**src/rtl/lsosc_pkg.sv**
```systemverilog
package lsosc_pkg;
  localparam int ADDR_W = 2;
  localparam int DATA_W = 8;
  localparam int N_SRC  = 2;
  localparam int SRC_XTAL = 0;
  localparam int SRC_RC   = 1;

  typedef enum logic [ADDR_W-1:0] {
    A_XCTL = 2'd0,
    A_RCTL = 2'd1,
    A_IEN  = 2'd2,
    A_ICLR = 2'd3
  } reg_addr_e;

  localparam int B_ON  = 0;
  localparam int B_BYP = 1;
  localparam int B_DRV = 2;

  typedef struct packed {
    logic       on;
    logic       byp;
    logic [1:0] drv;
  } xtal_cfg_t;
endpackage

```
**src/rtl/lsosc_regs.sv**
```systemverilog
module lsosc_regs
  import lsosc_pkg::*;
(
  input  logic              clk_i,
  input  logic              rst_ni,
  input  logic              wr_en_i,
  input  logic [ADDR_W-1:0] wr_addr_i,
  input  logic [DATA_W-1:0] wr_data_i,
  output xtal_cfg_t         xcfg_o,
  output logic              rc_on_o,
  output logic [N_SRC-1:0]  ien_o,
  output logic [N_SRC-1:0]  clr_o,
  output logic [N_SRC-1:0]  kill_o
);
  xtal_cfg_t        xcfg_q;
  logic             rc_on_q;
  logic [N_SRC-1:0] ien_q;
  logic             wr_x, wr_r;
  logic [1:0]       drv_new;

  assign wr_x    = wr_en_i && (wr_addr_i == A_XCTL);
  assign wr_r    = wr_en_i && (wr_addr_i == A_RCTL);
  assign drv_new = wr_data_i[B_DRV +: 2];

  always_ff @(posedge clk_i or negedge rst_ni) begin
    if (!rst_ni) begin
      xcfg_q  <= '0;
      rc_on_q <= 1'b0;
      ien_q   <= '0;
    end else begin
      if (wr_x) begin
        xcfg_q.on <= wr_data_i[B_ON];
        // bypass frozen while running
        if (!xcfg_q.on) xcfg_q.byp <= wr_data_i[B_BYP];
        // drive may only stay or drop while running
        if (!xcfg_q.on || (drv_new <= xcfg_q.drv)) xcfg_q.drv <= drv_new;
      end
      if (wr_r) rc_on_q <= wr_data_i[B_ON];
      if (wr_en_i && (wr_addr_i == A_IEN)) ien_q <= wr_data_i[N_SRC-1:0];
    end
  end

  assign clr_o = (wr_en_i && (wr_addr_i == A_ICLR)) ? wr_data_i[N_SRC-1:0] : '0;
  assign kill_o[SRC_XTAL] = wr_x && xcfg_q.on && !wr_data_i[B_ON];
  assign kill_o[SRC_RC]   = wr_r && rc_on_q && !wr_data_i[B_ON];

  assign xcfg_o  = xcfg_q;
  assign rc_on_o = rc_on_q;
  assign ien_o   = ien_q;
endmodule

```
**src/rtl/lsosc_startup.sv**
```systemverilog
module lsosc_startup #(
  parameter int CNT_W = 6
) (
  input  logic             clk_i,
  input  logic             rst_ni,
  input  logic             en_i,
  input  logic             kill_i,
  input  logic             tick_i,
  input  logic [CNT_W-1:0] lim_i,
  output logic             rdy_o,
  output logic             set_o
);
  logic [CNT_W-1:0] cnt_q;
  logic             rdy_q;
  logic             run, hit;

  assign run   = en_i && !kill_i;
  assign hit   = (cnt_q == lim_i - CNT_W'(1));
  assign set_o = run && !rdy_q && tick_i && hit;

  always_ff @(posedge clk_i or negedge rst_ni) begin
    if (!rst_ni) begin
      cnt_q <= '0;
      rdy_q <= 1'b0;
    end else if (!run) begin
      cnt_q <= '0;
      rdy_q <= 1'b0;
    end else if (set_o) begin
      rdy_q <= 1'b1;
    end else if (!rdy_q && tick_i) begin
      cnt_q <= cnt_q + CNT_W'(1);
    end
  end

  assign rdy_o = rdy_q;
endmodule

```
**src/rtl/lsosc_irq.sv**
```systemverilog
module lsosc_irq #(
  parameter int N = 2
) (
  input  logic         clk_i,
  input  logic         rst_ni,
  input  logic [N-1:0] set_i,
  input  logic [N-1:0] clr_i,
  input  logic [N-1:0] ien_i,
  output logic [N-1:0] flag_o,
  output logic         irq_o
);
  logic [N-1:0] flag_q;

  for (genvar i = 0; i < N; i++) begin : g_flag
    always_ff @(posedge clk_i or negedge rst_ni) begin
      if (!rst_ni)        flag_q[i] <= 1'b0;
      else if (set_i[i])  flag_q[i] <= 1'b1;  // set beats clear
      else if (clr_i[i])  flag_q[i] <= 1'b0;
    end
  end

  assign flag_o = flag_q;
  assign irq_o  = |(flag_q & ien_i);
endmodule

```
**src/rtl/lsosc_ctrl.sv**
```systemverilog
module lsosc_ctrl
  import lsosc_pkg::*;
#(
  parameter int XTAL_START = 32,
  parameter int RC_START   = 8,
  parameter int BYP_START  = 3
) (
  input  logic       clk_i,
  input  logic       rst_ni,
  input  logic       wr_en_i,
  input  logic [1:0] wr_addr_i,
  input  logic [7:0] wr_data_i,
  input  logic       xtal_osc_i,
  input  logic       rc_osc_i,
  output logic       xtal_clk_o,
  output logic       rc_clk_o,
  output logic       xtal_on_o,
  output logic       xtal_byp_o,
  output logic [1:0] xtal_drv_o,
  output logic       rc_on_o,
  output logic       xtal_rdy_o,
  output logic       rc_rdy_o,
  output logic [1:0] irq_flag_o,
  output logic [1:0] irq_en_o,
  output logic       irq_o
);
  localparam int MAX_LIM = (XTAL_START > RC_START) ?
                           ((XTAL_START > BYP_START) ? XTAL_START : BYP_START) :
                           ((RC_START > BYP_START) ? RC_START : BYP_START);
  localparam int CNT_W = $clog2(MAX_LIM + 1);

  xtal_cfg_t        xcfg;
  logic             rc_on;
  logic [N_SRC-1:0] ien, clr, kill, en, tick, rdy, set;
  logic [CNT_W-1:0] lim [N_SRC];

  lsosc_regs u_regs (
    .clk_i     (clk_i),
    .rst_ni    (rst_ni),
    .wr_en_i   (wr_en_i),
    .wr_addr_i (wr_addr_i),
    .wr_data_i (wr_data_i),
    .xcfg_o    (xcfg),
    .rc_on_o   (rc_on),
    .ien_o     (ien),
    .clr_o     (clr),
    .kill_o    (kill)
  );

  assign en[SRC_XTAL]   = xcfg.on;
  assign en[SRC_RC]     = rc_on;
  assign tick[SRC_XTAL] = xtal_osc_i;
  assign tick[SRC_RC]   = rc_osc_i;
  assign lim[SRC_XTAL]  = xcfg.byp ? CNT_W'(BYP_START) : CNT_W'(XTAL_START);
  assign lim[SRC_RC]    = CNT_W'(RC_START);

  for (genvar s = 0; s < N_SRC; s++) begin : g_src
    lsosc_startup #(.CNT_W(CNT_W)) u_start (
      .clk_i  (clk_i),
      .rst_ni (rst_ni),
      .en_i   (en[s]),
      .kill_i (kill[s]),
      .tick_i (tick[s]),
      .lim_i  (lim[s]),
      .rdy_o  (rdy[s]),
      .set_o  (set[s])
    );
  end

  lsosc_irq #(.N(N_SRC)) u_irq (
    .clk_i  (clk_i),
    .rst_ni (rst_ni),
    .set_i  (set),
    .clr_i  (clr),
    .ien_i  (ien),
    .flag_o (irq_flag_o),
    .irq_o  (irq_o)
  );

  assign xtal_clk_o = xtal_osc_i & rdy[SRC_XTAL];
  assign rc_clk_o   = rc_osc_i & rdy[SRC_RC];
  assign xtal_on_o  = xcfg.on;
  assign xtal_byp_o = xcfg.byp;
  assign xtal_drv_o = xcfg.drv;
  assign rc_on_o    = rc_on;
  assign xtal_rdy_o = rdy[SRC_XTAL];
  assign rc_rdy_o   = rdy[SRC_RC];
  assign irq_en_o   = ien;
endmodule

```
**config.mk**
```make
export PLATFORM = sky130hd
export DESIGN_NAME = lsosc_ctrl
export DESIGN_NICKNAME = d
export VERILOG_FILES = /design/src/rtl/lsosc_pkg.sv /design/src/rtl/lsosc_regs.sv /design/src/rtl/lsosc_startup.sv /design/src/rtl/lsosc_irq.sv /design/src/rtl/lsosc_ctrl.sv
export SDC_FILE = /design/constraint.sdc
export NUM_CORES = 1
export LEC_CHECK = 0
export BUFFER_PORTS_ARGS = -buffer_cell sky130_fd_sc_hd__buf_2
export CORE_ASPECT_RATIO = 1.1
export CORE_MARGIN = 2
export CORE_UTILIZATION = 50
export DETAILED_ROUTE_END_ITERATION = 10
export PLACE_DENSITY = 0.73
export SLEW_MARGIN = 20
export SYNTH_ARGS = -nofsm -noshare
export SYNTH_HDL_FRONTEND = slang
export SYNTH_HIERARCHICAL = 1
export SYNTH_SLANG_ARGS = --single-unit
```
**constraint.sdc**
```tcl
create_clock -name clk_i -period 1.98 [get_ports clk_i]
set_clock_uncertainty 0.1 [all_clocks]
set_input_delay 0 -clock clk_i [delete_from_list [all_inputs] [get_ports clk_i]]
set_output_delay 0 -clock clk_i [all_outputs]
set_load 0.05 [all_outputs]
```
## Yosys cells after proc, flatten, opt, wreduce, memory -nomap -nowiden

Index checks and enable logic that the tools add are counted.

- Register bits: 23
- Logic and storage cells: 79

- Eq/ne operators: 11
- Reduce and logical (&&, ||, !) cells: 33
- Magnitude comparators: 1
- Muxes and demuxes: 16
- Add/subtract/negate cells: 3
- Bitwise operators: 4

Operators by type and width:

| operator | count |
|---|---|
| 2-to-1 mux 6 bit | 7 |
| logical AND 1 bit | 18 |
| adder 6 x 1 -> 6 bit, second input constant | 2 |
| 2-to-1 mux 1 bit | 8 |
| inequality test 2 bit, second input constant | 4 |
| AND reduction 2 bit | 4 |
| == test 6 x 3 -> 1 bit, second input constant | 1 |
| == test 6 bit | 1 |
| zero test 1 bit | 6 |
| subtractor 6 x 1 -> 6 bit, second input constant | 1 |
| == test 2 bit, second input constant | 2 |
| inequality test 2 x 1 -> 1 bit, second input constant | 2 |
| nonzero test 2 bit | 2 |
| bitwise AND 1 bit | 2 |
| bitwise AND 2 bit | 1 |
| == test 2 x 1 -> 1 bit, second input constant | 1 |
| <= comparator 2 bit | 1 |
| zero test 2 bit | 1 |
| 2-to-1 mux 2 bit | 1 |
| OR reduction 2 bit | 1 |
| logical OR 1 bit | 1 |
| inverter 1 bit | 1 |

## Longest topological paths before layout

- Depth after elaboration: 11
- Mapped depth: 10
- Mapped depth without buffers: 8

## Cells and area by module

Netlist, hierarchy kept.

By module, submodules not included:

| module | cells each | times used | seq. area each (µm²) | area each (µm²) |
|---|---|---|---|---|
| lsosc_startup | 62 | 2 | 175.2 | 570.5 |
| lsosc_regs | 36 | 1 | 175.2 | 426.7 |
| lsosc_irq | 7 | 1 | 50.0 | 82.6 |
| lsosc_ctrl | 5 | 1 | 0.0 | 23.8 |

## Worst setup path before layout

No wires, ideal clock.

- Path type: flip-flop to flip-flop
- Start: register u_regs.xcfg_q (netlist bit u_regs/xcfg_o[2])
- End: register g_src[0].u_start.cnt_q[1]
- Slack: -493 ps
- Arrival time: 2243 ps
- Setup time: 130 ps
- Cell stages (with the launch flop): 10
- Path through: dfrtp_1 -> inv_1 -> ha_1 -> xnor2_1 -> nor4_1 -> nand2_1 -> a2111oi_4 -> buf_6 -> nand3b_1 -> a21oi_1

- Word-level cells in the longest chain between the ends: 6

RTL lines:

| element | line | text |
|---|---|---|
| from (decl) | lsosc_regs.sv:15 | `xtal_cfg_t xcfg_q;` |
| 2-to-1 mux 6 bit | lsosc_ctrl.sv:54 | `assign lim[SRC_XTAL] = xcfg.byp ? CNT_W'(BYP_START) : CNT_W'(XTAL_START);` |
| subtractor 6 x 1 -> 6 bit | lsosc_startup.sv:18 | `assign hit = (cnt_q == lim_i - CNT_W'(1));` |
| == test 6 bit | lsosc_startup.sv:18 |  |
| logical AND 1 bit | lsosc_startup.sv:19 | `assign set_o = run && !rdy_q && tick_i && hit;` |
| net set[0] | lsosc_ctrl.sv:34 | `logic [N_SRC-1:0] ien, clr, kill, en, tick, rdy, set;` |
| inequality test 2 bit (no source line) | n/a |  |
| AND reduction 2 bit (no source line) | n/a |  |
| to (signal assigned) | lsosc_startup.sv:31 | `cnt_q <= cnt_q + CNT_W'(1);` |
| to (decl) | lsosc_startup.sv:13 | `logic [CNT_W-1:0] cnt_q;` |

The timed path passes the listed nets, and every way through them passes these cells.
A chain may end at the register's enable or synchronous reset.

## Worst setup path in the final report

- Start: register u_regs.xcfg_q (netlist bit u_regs/xcfg_o[2])
- End: register g_src[0].u_start.cnt_q[0]

The elaborated chain is that of the path after synthesis.

==> impl_metrics.yaml <==
grt:
  grt_max_degree: 24
  antenna_found_initial: 0
  grt_pass1_vias: 1392
  grt_pass1_wl_um: 5770
  overflow: 0
  grt_usage_pct: 19.2
synth:
  synth.yosys.seq_area_share_pct: 34.4
  synth_ff_type: "dfrtp_1"
  yosysUniqueCellTypes: 42
  syn-cell-area_mm2: 0.00167
  synth_edf_count: 0
  yosys_warnings: 6
  synthArstFlopShare_pct: 100
  synth_seq_cells: 23
  avgSynthCellArea_um2: 9.73
  synthCells: 172
timing:
  finalCritPeriodShare_pct: 104
  setup_slack_ns: -0.0828
  drv_slew: 0
  worstMarginPinSlew_ns: 0.517
  relSlewSlack_pct: 65.5
  timing.fmax_ghz: 0.485
  hold_viol: 0
  finalWorstPathRequiredPeriod_ns: 2.06
  setup_tns_ns: -0.449
  grt_setup_unrepaired: "true"
  finalSetupViolCount: 8
power_and_ir_drop:
  pwr-share-seq_pct: 36.6
  clkPwrFrac_pct: 13.3
  peakVddDrop_v: 0.000701
  switching_share_pct: 43.9
  p_sw_w: 0.000751
  intPower_w: 0.000961
  leakagePower_nw: 1.02
  comb_power_share_pct: 50.1
  power_per_cell_area_mw_per_mm2: 751
worst_setup_path:
  critPathMaxFanout: 8
  r2r_slack_ns: -0.08
  cp_num_buf_inv: 2
  critPathKind: "flop to flop"
  worstPathArrival_ns: 2.18
  end_kind: "flop"
  worstPathCellList: "inv_4, ha_4, xnor2_2, nor4_2, nand2_1, a2111oi_4, buf_4, or3_1, a21oi_1"
  cpLargestDelayFamily: "flip-flops"
  cp_slowest_cell: "dfrtp_4"
  start_kind: "flop"
  required_ns: 2.10
  crit_path_max_incr_delay_ns: 0.58
die:
  die_w_um: 59.2
  start_util_pct: 51.1
  dieArea_mm2: 0.00383
  design.core.area_mm2: 0.00328
  io_pins: 29
  fp-row-count: 22
  die_h_um: 64.7
cts:
  cts_max_level: 1
  cts.sinks: 23
  clkLatencyLatePin_ns: 0.31
  cts_buffer_depth: 2
  cts_tree: "done"
  cts-root-buf: "clkbuf_4"
  path_clk_slew_ns: 0.14
  cts_buffers: 3
layout:
  area_delta_synth_final_pct: 36.2
  post-route-util_pct: 69.6
  nets: 271
  diodes: 0
  layout-drive-gt1-share_pct: 35.3
detailed_routing:
  first_pass_iters: 4
  vias: 1450
  avgRoutedWirePerCell_um: 12.2
  drt_iter0_markers: 16
  ant_nets: 0
  drc: 0
  routed_via_density: 5.09
  routed_wl_um: 3490
place:
  gp_congestion: 0.838
  hpwl_um: 2640
  place_ws_ns: -0.177
  io_buffers: 24
run_status:
  status: "complete, but fails checks"
  failed_checks: "negative setup slack"
hold_path:
  holdCritPathClass: "primary input to flop"
flow_run:
  drv_cap: 0
[sequential cells by signal (all words and copies together), names as in the netlist]
name	count
g_src.u_start/cnt_q	12
g_src.u_start/rdy_o	2
u_irq/flag_o	2
u_regs/xcfg_o	4
u_regs/ien_o	2
u_regs/rc_on_o	1
[stage by stage]
stage	cell area, um^2	power [W]	hold slack, ns	std cells
6_report	2280	0.00171	0.0136	285
5_1_grt	2280	0.00181	0.0224	285
4_1_cts	2200	0.00168	0.00426	281
3_5_place_dp	2080	0.00141	-0.0905	270
3_3_place_gp	2080	0.00139	-0.0995	270
2_1_floorplan	1830	0.00120	-0.396	198
[power by group through the flow]
stage	clock network, W	registers, W	logic [W]
after floorplan	0	0.000820	0.000383
after global placement	0	0.000626	0.000761
after detailed placement	0	0.000627	0.000786
after CTS	0.000238	0.000623	0.000819
after global routing	0.000252	0.000641	0.000918
final	0.000227	0.000627	0.000858
[cell type report]
cell class | count | area (um^2)
clock inverters | 1 | 5.00
fillers | 255 | 996
repair buffers | 52 | 358
well taps | 36 | 45.0
flip-flops and latches | 23 | 583
clock buffers | 3 | 22.5
multi-input cells | 156 | 1210
inverters | 14 | 57.6
[metal layers]
layer | GRT usage [%] | vias up | share of wire, %
met2 | 36.0 | 22 | 57
met1 | 24.0 | 695 | 41
met4 | 2.56 | 0 | 0
met3 | 1.80 | 0 | 2.4
met5 | 0 | - | 0
li1 | - | 733 | -
[cells in the mapped netlist (3+ instances only)]
| master | number | area share, % |
|---|---|---|
| a21oi_1 | 10 | 3.0 |
| nor2_1 | 5 | 1.1 |
| mux2_2 | 3 | 2.0 |
| nand2_1 | 10 | 2.2 |
| dfrtp_1 | 23 | 34 |
| xnor2_1 | 14 | 7.3 |
| nand3b_1 | 5 | 2.2 |
| nor2_2 | 3 | 1.1 |
| buf_6 | 3 | 2.0 |
| inv_1 | 14 | 3.1 |
| o21ai_1 | 10 | 3.0 |
| nand3_1 | 4 | 1.2 |
| ha_1 | 6 | 4.5 |
| nor2b_1 | 5 | 1.9 |
| or3_1 | 6 | 2.2 |
| nand2b_1 | 8 | 3.0 |
[path summary, 6_finish.rpt]
path                                              start                               endpoint  cells past startpoint
setup / recovery           u_regs/xcfg_o[2]$_DFFE_PN0P_  g_src[0].u_start/cnt_q[0]$_DFFE_PN0P_                      9
hold / removal                                 rc_osc_i  g_src[1].u_start/cnt_q[1]$_DFFE_PN0P_                      4
setup reg to reg           u_regs/xcfg_o[2]$_DFFE_PN0P_  g_src[0].u_start/cnt_q[0]$_DFFE_PN0P_                      9
hold reg to reg             u_irq/flag_o[1]$_DFFE_PN0P_            u_irq/flag_o[1]$_DFFE_PN0P_                      1
max in group asynchronous                        rst_ni           u_regs/xcfg_o[2]$_DFFE_PN0P_                      2
min in group asynchronous                        rst_ni  g_src[1].u_start/cnt_q[1]$_DFFE_PN0P_                      2
[layout by cell type (no fill, tap or decap), types with 3 or more instances in the layout]
cell            n
nand2_1        10
ha_1            5
clkbuf_4        3
nor2_2          3
conb_1         28
dfrtp_1        19
nor2b_1         5
nor4_2          3
dlygate4sd3_1   6
nand3_1         4
o21ai_1        10
dfrtp_2         3
nor4b_4         3
nand3b_1        5
a21oi_1         9
xnor2_2         4
inv_1          11
xnor2_1        10
mux2_2          3
buf_6           4
buf_2          25
nand2b_1        6
or3_1           6
nor2_1          5
buf_4          17
[worst reg2reg max path: stages, from the launching register on]
cell,delay (ns)
dfrtp_4,0.58
inv_4,0.09
ha_4,0.20
xnor2_2,0.13
nor4_2,0.13
nand2_1,0.11
a2111oi_4,0.24
buf_4,0.21
or3_1,0.12
a21oi_1,0.06
[repair_timing]
action / in CTS / in global routing
hold buffers: 6 / 0
endpoints found under the setup margin: 9 / 15
resized for setup: 6 / 11
endpoints found under the hold margin: 31 / 0
gates cloned: 1 / 1
pin swaps: 5 / 4
buffers inserted: 0 / 3
[logic make-up (layout without fill, tap and decap cells)]
kind of cell / count (synthesis) / count (layout) / share of synthesized area [%]
adders and majority gates: 6 / 6 / 4.48
muxes: 7 / 7 / 4.78
other: 2 / 28 / 0.449
AOI/OAI and AO/OA: 34 / 34 / 16.0
DFF: 23 / 23 / 34.4
and+or+nand+nor: 65 / 65 / 25.8
buffers and inverters: 19 / 70 / 5.75
xor gates and xnor gates: 16 / 16 / 8.37
Note: power is estimated with default switching activity, not from simulation.
